==> src/rtl/fe_tx_encoder.sv <==
module fe_tx_encoder #(
  parameter logic [10:0] SCR_SEED   = 11'h7FF,
  parameter int          FAULT_ONES = 84
) (
  input  logic       clk,
  input  logic       rst_n,
  input  logic [3:0] txd,
  input  logic       tx_en,
  input  logic       tx_er,
  input  logic       fiber_mode,
  input  logic       sig_detect,
  output logic       nib_strobe,
  output logic       line_bit,
  output logic [1:0] mlt3_level
);
  localparam int FLT_GROUPS = (FAULT_ONES + 1) / 5;
  localparam int FCW        = $clog2(FLT_GROUPS);
  localparam logic [FCW-1:0] FLT_LAST = FCW'(FLT_GROUPS - 1);

  localparam logic [4:0] G_IDLE = 5'b11111;
  localparam logic [4:0] G_SSD1 = 5'b11000;
  localparam logic [4:0] G_SSD2 = 5'b10001;
  localparam logic [4:0] G_ESD1 = 5'b01101;
  localparam logic [4:0] G_ESD2 = 5'b00111;
  localparam logic [4:0] G_ERR  = 5'b00100;
  localparam logic [4:0] G_FEND = 5'b11110;

  typedef enum logic [1:0] {S_IDLE, S_SSD2, S_DATA, S_ESD2} fr_t;

  logic [2:0]     phase;
  logic [4:0]     sreg;
  logic [4:0]     grp;
  fr_t            st, st_nx;
  logic [FCW-1:0] fcnt;
  logic           flt_sel;
  logic [10:0]    lfsr;
  logic [1:0]     midx;
  logic           key, sbit;

  function automatic logic [4:0] enc4b5b(input logic [3:0] n);
    case (n)
      4'h0: enc4b5b = 5'b11110;  4'h1: enc4b5b = 5'b01001;
      4'h2: enc4b5b = 5'b10100;  4'h3: enc4b5b = 5'b10101;
      4'h4: enc4b5b = 5'b01010;  4'h5: enc4b5b = 5'b01011;
      4'h6: enc4b5b = 5'b01110;  4'h7: enc4b5b = 5'b01111;
      4'h8: enc4b5b = 5'b10010;  4'h9: enc4b5b = 5'b10011;
      4'hA: enc4b5b = 5'b10110;  4'hB: enc4b5b = 5'b10111;
      4'hC: enc4b5b = 5'b11010;  4'hD: enc4b5b = 5'b11011;
      4'hE: enc4b5b = 5'b11100;  default: enc4b5b = 5'b11101;
    endcase
  endfunction

  always_comb begin
    st_nx   = st;
    grp     = G_IDLE;
    flt_sel = 1'b0;
    case (st)
      S_IDLE:
        if (tx_en) begin
          grp   = G_SSD1;
          st_nx = S_SSD2;
        end else if (fiber_mode && !sig_detect) begin
          flt_sel = 1'b1;
          grp     = (fcnt == FLT_LAST) ? G_FEND : G_IDLE;
        end
      S_SSD2: begin
        grp   = G_SSD2;
        st_nx = S_DATA;
      end
      S_DATA:
        if (!tx_en) begin
          grp   = G_ESD1;
          st_nx = S_ESD2;
        end else begin
          grp = tx_er ? G_ERR : enc4b5b(txd);
        end
      default: begin
        grp   = G_ESD2;
        st_nx = S_IDLE;
      end
    endcase
  end

  assign nib_strobe = (phase == 3'd4);
  assign key        = lfsr[10] ^ lfsr[8];
  assign sbit       = fiber_mode ? sreg[4] : (sreg[4] ^ key);
  assign mlt3_level = (fiber_mode || !midx[0]) ? 2'b00 : (midx[1] ? 2'b11 : 2'b01);

  always_ff @(posedge clk) begin
    if (!rst_n) begin
      phase    <= 3'd0;
      sreg     <= G_IDLE;
      st       <= S_IDLE;
      fcnt     <= '0;
      lfsr     <= SCR_SEED;
      line_bit <= 1'b0;
      midx     <= 2'd0;
    end else begin
      phase    <= nib_strobe ? 3'd0 : phase + 3'd1;
      lfsr     <= {lfsr[9:0], key};
      line_bit <= line_bit ^ sbit;
      if (!fiber_mode && sbit) midx <= midx + 2'd1;
      if (nib_strobe) begin
        sreg <= grp;
        st   <= st_nx;
        fcnt <= (flt_sel && fcnt != FLT_LAST) ? fcnt + 1'b1 : '0;
      end else begin
        sreg <= {sreg[3:0], 1'b0};
      end
    end
  end
endmodule


==> config.mk <==
export PLATFORM = sky130hd
export DESIGN_NAME = fe_tx_encoder
export DESIGN_NICKNAME = d
export VERILOG_FILES = /design/src/rtl/fe_tx_encoder.sv
export SDC_FILE = /design/constraint.sdc
export NUM_CORES = 1
export LEC_CHECK = 0
export BUFFER_PORTS_ARGS = -buffer_cell sky130_fd_sc_hd__buf_2
export CORE_MARGIN = 4
export CORE_UTILIZATION = 61
export DETAILED_ROUTE_END_ITERATION = 8
export PLACE_DENSITY = 0.87
export SLEW_MARGIN = 30
export SYNTH_ARGS = -nofsm -noshare
export SYNTH_HDL_FRONTEND = slang
export SYNTH_SLANG_ARGS = --single-unit
==> constraint.sdc <==
create_clock -name clk -period 2.9 [get_ports clk]
set_input_delay 0.87 -clock clk [delete_from_list [all_inputs] [get_ports clk]]
set_output_delay 0.87 -clock clk [all_outputs]
set_load 0.005 [all_outputs]
==> results.py, run 1 <==
metrics = {
    "die": {
        "rows": 16,
        "io_pins": 14,
        "core_area_um2": 2000,
        "die_area_um2": 2980,
        "start_util": 0.661,
        "dieHeight_um": 54.6,
        "die_w_um": 54.6,
    },
    "cells_and_area": {
        "n_antenna_cell": 0,
        "final_net_count": 177,
        "fillers": 160,
        "drive_gt1_frac": 0.163,
        "areaGrowthSynthToFinish_pct": 13.6,
    },
    "drt": {
        "ant_nets": 0,
        "wl_mm": 2.42,
        "initialDrtViolationCount": 23,
        "num_vias": 1032,
        "vias_per_cell": 5.52,
        "drc": 0,
        "drt-pass1-iter-count": 4,
        "wire_per_inst_um": 12.9,
    },
    "worst_setup_path": {
        "critPathMaxFanout": 15,
        "cp.required_ps": 2030,
        "critPathKind": "reg -> out",
        "critPathLaunchType": "register",
        "crit_arrival_ps": 1460,
        "crit_path_end_kind": "primary output",
    },
    "timing": {
        "finalHoldViolCount": 0,
        "fin_skew_ps": 7.41,
        "rsz0062_at_grt": "false",
        "setup_viol": 0,
        "max_slew.worst_pin.slew_ps": 443,
        "timing.hold.ws_ps": 423,
        "min_period_ps": 2330,
        "slew_headroom": 0.705,
        "slew_violations": 0,
        "fmax_mhz": 430,
        "fin_setup_tns_ps": 0,
        "timing.final.crit_share": 0.802,
    },
    "global_routing": {
        "grt_antenna_before_repair": 0,
        "grt_max_degree": 30,
        "grt_pass1_vias": 1000,
        "gr-total-overflow": 0,
        "grt_pass1_wl_mm": 4.19,
        "grt.total_usage": 0.203,
    },
    "synth": {
        "ys_ff_latch": 29,
        "netlist_instances": 142,
        "yosys_most_used_dff": "dfxtp_1",
        "synth_edf_count": 0,
        "synth_cell_types": 42,
        "synth_fp_nets": 160,
        "syn-cell-area_um2": 1320,
        "yosys_warnings": 0,
        "ys_seq_area_frac": 0.439,
        "async_reset_ff_frac": 0,
        "syn_avg_cell_area_um2": 9.32,
    },
    "cts": {
        "cts-root-buf": "clkbuf_4",
        "postCtsSetupBuffers": 0,
        "clk_path_buf_depth": 2,
        "cts_tree": "yes",
        "htree_num_levels": 2,
        "cts_buffers": 5,
        "clock-sinks": 29,
        "hold_buffers": 0,
        "clk_pin_slew_ps": 90,
        "clock_latency_ps": 330,
        "ctsResizeCount": 0,
    },
    "placement": {
        "gp_congestion": 0.871,
        "portBuffers": 13,
        "dp_hpwl_mm": 1.71,
    },
    "pwr": {
        "irDropWorstVdd_uv": 396,
        "power_leakage_nw": 0.645,
        "powerDensity_nw_per_um2": 558,
    },
    "run": {
        "drv_cap": 0,
    },
    "worst_hold_path": {
        "min_path_type": "reg -> reg",
    },
    "status": {
        "status": "finished, final reports clean",
    },
}
## state kept, by name (all words and copies together), names as in the netlist
register and cells:
phase 3, fcnt 5, st 2, lfsr 11
midx 2, sreg 5, line_bit 1
## cell type report
type	count	area (µm²)	share of cell area
sequential	29	581	0.386
multi-input combinational	100	694	0.462
inverter	9	33.8	0.0225
tap	27	33.8	0.0225
clock buffer	6	51.3	0.0341
timing repair buffer	14	72.6	0.0483
clock inverter	2	37.5	0.0250
## cell families after synthesis
group,after synthesis,synth area share
simple gates,59,0.251
flops,29,0.439
compound gates,27,0.146
buf+inv,13,0.0369
fa+ha+maj,8,0.0756
xor+xnor,4,0.0369
mux,2,0.0151
## final timing paths
| path | start | end | slack [ps] | cells after the start |
|---|---|---|---|---|
| hold reg to reg | lfsr[6] | lfsr[7] | 420 | 1 |
| hold / removal | lfsr[6] | lfsr[7] | 420 | 1 |
| setup / recovery | phase[0] | nib_strobe | 570 | 6 |
| setup reg to reg | st[0] | fcnt[3] | 1230 | 6 |
## metal layers
metal  GRT usage  up-vias  wire (µm)
met5           0        -          0
met4       0.116        0         58
met3      0.0736        7         99
met2       0.344       20       1220
met1       0.214      481       1040
li1            -      524          -
## Yosys cell counts, types with 2 or more instances
library cell  count  area [µm²]
a211oi_1          2        15.0
a21boi_1          3        22.5
and2_1            3        18.8
and3_1            2        12.5
clkbuf_1          4        15.0
dfxtp_1          29         581
ha_1              8         100
inv_1             8        30.0
mux2i_1           2        20.0
nand2_1          13        48.8
nand2b_1         12        75.1
nand3_1           4        20.0
nand4_1           2        12.5
nor2_1            9        33.8
nor2b_1           4        25.0
nor4_1            2        12.5
o21ai_0           5        25.0
o21ai_1           3        15.0
o21bai_1          2        15.0
or3_1             2        12.5
xnor2_1           2        17.5
## cells in the final DEF, fill, tap and decap left out, types with 2 or more instances in the layout
cell type  count
a21boi_1       3
inv_1          8
clkbuf_4       5
mux2i_1        2
and2_1         3
nor4_1         2
nor2b_1        4
and3_1         2
dfxtp_1       29
or3_1          2
nor2_1         9
nand2b_1      12
a211oi_1       2
nand4_1        2
o21ai_1        3
nand2_1       13
o21ai_0        5
o21bai_1       2
ha_1           8
xnor2_1        2
buf_2         13
nand3_1        4
## metrics by stage
| stage | cell area [µm²] | cells | util | setup WS (ps) | power [mW] |
|---|---|---|---|---|---|
| 2_1_floorplan | 1320 | 142 | - | 866 | 0.473 |
| 5_1_grt | 1500 | 187 | 0.751 | 462 | 0.870 |
| 6_report | 1500 | 187 | 0.751 | 574 | 0.840 |
| 3_3_place_gp | 1420 | 179 | 0.707 | 683 | 0.493 |
| 4_1_cts | 1500 | 187 | 0.751 | 555 | 0.842 |
| 3_5_place_dp | 1420 | 179 | 0.707 | 621 | 0.497 |
## power breakdown
| group | switching (mW) | internal, mW |
|---|---|---|
| clock | 0.146 | 0.205 |
| sequential | 0.00718 | 0.414 |
| combinational | 0.0361 | 0.0317 |
| total | 0.190 | 0.650 |
## critical path, cell delays in order (launching register included)
cell	delay [ps]
dfxtp_1	370
inv_1	60
ha_1	200
nand2_1	70
buf_4	190
inv_2	90
buf_2	130
No activity file was read; power rests on OpenSTA's default activity.
==> run 2, diff against run 1 <==
- CORE_UTILIZATION: 61 -> 51
- PLACE_DENSITY: 0.87 -> 0.78
- clock period: 2.9 -> 1.9 ns (I/O delays scaled with it)
==> results.py, run 2 (synthesized netlist as in run 1, its figures left out) <==
metrics = {
    "status": {
        "status": "finished, final reports clean",
    },
    "cts": {
        "clk_pin_slew_ps": 90,
        "hold_buffers": 0,
        "clock-sinks": 29,
        "clock_latency_ps": 320,
        "htree_num_levels": 2,
        "cts_buffers": 5,
        "clk_path_buf_depth": 2,
        "cts_tree": "yes",
        "cts-root-buf": "clkbuf_4",
        "postCtsSetupBuffers": 0,
    },
    "cells_and_area": {
        "drive_gt1_frac": 0.180,
        "largest_reg_flops": 11,
        "fin_area_um2": 1500,
        "final_cells": 191,
        "biggestRegsByFlops": "lfsr (11), fcnt (5), sreg (5)",
        "fillers": 243,
        "areaGrowthSynthToFinish_pct": 13.3,
        "regMostFlops": "lfsr",
        "n_antenna_cell": 0,
        "multi_input_area_um2": 697,
        "area.sequential_um2": 582,
        "layout_commonest_cell": "dfxtp_1",
        "mostFrequentLayoutCells": "28 x dfxtp_1, 13 x buf_2, 12 x nand2b_1, 12 x nand2_1, 9 x nor2_1",
        "final_net_count": 178,
        "fin_util": 0.606,
    },
    "timing": {
        "fin_setup_tns_ps": 0,
        "max_slew.worst_pin.slew_ps": 244,
        "slew_violations": 0,
        "fin_skew_ps": 4.93,
        "fmax_mhz": 561,
        "setup_viol": 0,
        "timing.final.crit_share": 0.938,
        "timing.hold.ws_ps": 416,
        "slew_headroom": 0.835,
        "layout_setup_ws_ps": 117,
        "min_period_ps": 1780,
        "rsz0062_at_grt": "false",
        "finalHoldViolCount": 0,
    },
    "placement": {
        "gp_congestion": 0.865,
        "place_ws_ps": 227,
        "portBuffers": 13,
        "dp_cells": 183,
        "post_dp_cell_area_um2": 1430,
        "dp_hpwl_mm": 1.76,
    },
    "global_routing": {
        "grt.total_usage": 0.169,
        "grt_max_degree": 17,
        "grt_antenna_before_repair": 0,
        "gr-total-overflow": 0,
        "grt_pass1_wl_mm": 4.34,
        "grt_pass1_vias": 1024,
    },
    "pwr": {
        "power.switching_mw": 0.275,
        "power_frac_comb": 0.089,
        "sw_frac_of_total": 0.235,
        "intPower_mw": 0.896,
        "p_clk_frac": 0.361,
        "power_leakage_nw": 0.647,
        "design_power_total_mw": 1.17,
        "irDropWorstVdd_uv": 448,
        "seqPwrFrac": 0.549,
        "powerDensity_nw_per_um2": 780,
    },
    "drt": {
        "drt-pass1-iter-count": 4,
        "num_vias": 1013,
        "ant_nets": 0,
        "wl_mm": 2.35,
        "vias_per_cell": 5.30,
        "drc": 0,
        "wire_per_inst_um": 12.3,
        "initialDrtViolationCount": 19,
    },
    "run": {
        "drv_cap": 0,
    },
    "die": {
        "die_w_um": 58.9,
        "rows": 18,
        "die_area_um2": 3470,
        "io_pins": 14,
        "start_util": 0.534,
        "core_area_um2": 2480,
        "dieHeight_um": 58.9,
    },
    "worst_setup_path": {
        "critPathKind": "reg -> out",
        "critPathLaunchType": "register",
        "cp.required_ps": 1330,
        "crit_arrival_ps": 1210,
        "critPathMaxFanout": 7,
        "reg2regPathDepth": 6,
        "crit_path_end_kind": "primary output",
    },
    "worst_hold_path": {
        "hold_depth": 1,
        "min_path_type": "reg -> reg",
    },
}
==> run 2: layout make-up <==
class / count / share of cell area
flip-flops and latches: 29 / 0.388
multi-input cells: 100 / 0.465
inverters: 9 / 0.0225
clock inverters: 1 / 0.00334
well taps: 30 / 0.0250
repair buffers: 15 / 0.0534
clock buffers: 7 / 0.0434
==> run 2: worst max-delay path, cell delays in order (launching register included) <==
cell	delay [ps]
dfxtp_2	350
inv_1	40
ha_1	210
nand2_2	80
inv_2	70
buf_2	130
==> run 2: what timing repair did <==
action | in CTS | in global routing
resized for setup | 0 | 2
endpoints found under the hold margin | 0 | 0
endpoints found under the setup margin | 0 | 1
==> run 2: per-layer routing <==
layer / up-vias / track usage / wire length [µm]
met4: 0 / 0.0777 / 50
met3: 7 / 0.0811 / 125
met5: - / 0 / 0
met2: 15 / 0.281 / 1120
met1: 464 / 0.181 / 1040
li1: 527 / - / -
==> run 2: final timing paths <==
| kind | slack, ps | endpoint | from |
|---|---|---|---|
| max | 120 | nib_strobe | phase[0] |
| min | 420 | lfsr[3] | lfsr[2] |
| max reg2reg | 290 | fcnt[3] | st[0] |
| min reg2reg | 420 | lfsr[3] | lfsr[2] |
==> run 2: power by group through the flow <==
stage | logic (mW) | registers (mW) | clock network, mW
6_report | 0.105 | 0.643 | 0.423
3_5_place_dp | 0.104 | 0.657 | 0
5_1_grt | 0.120 | 0.646 | 0.479
2_1_floorplan | 0.0682 | 0.654 | 0
3_3_place_gp | 0.0989 | 0.656 | 0
4_1_cts | 0.105 | 0.643 | 0.441
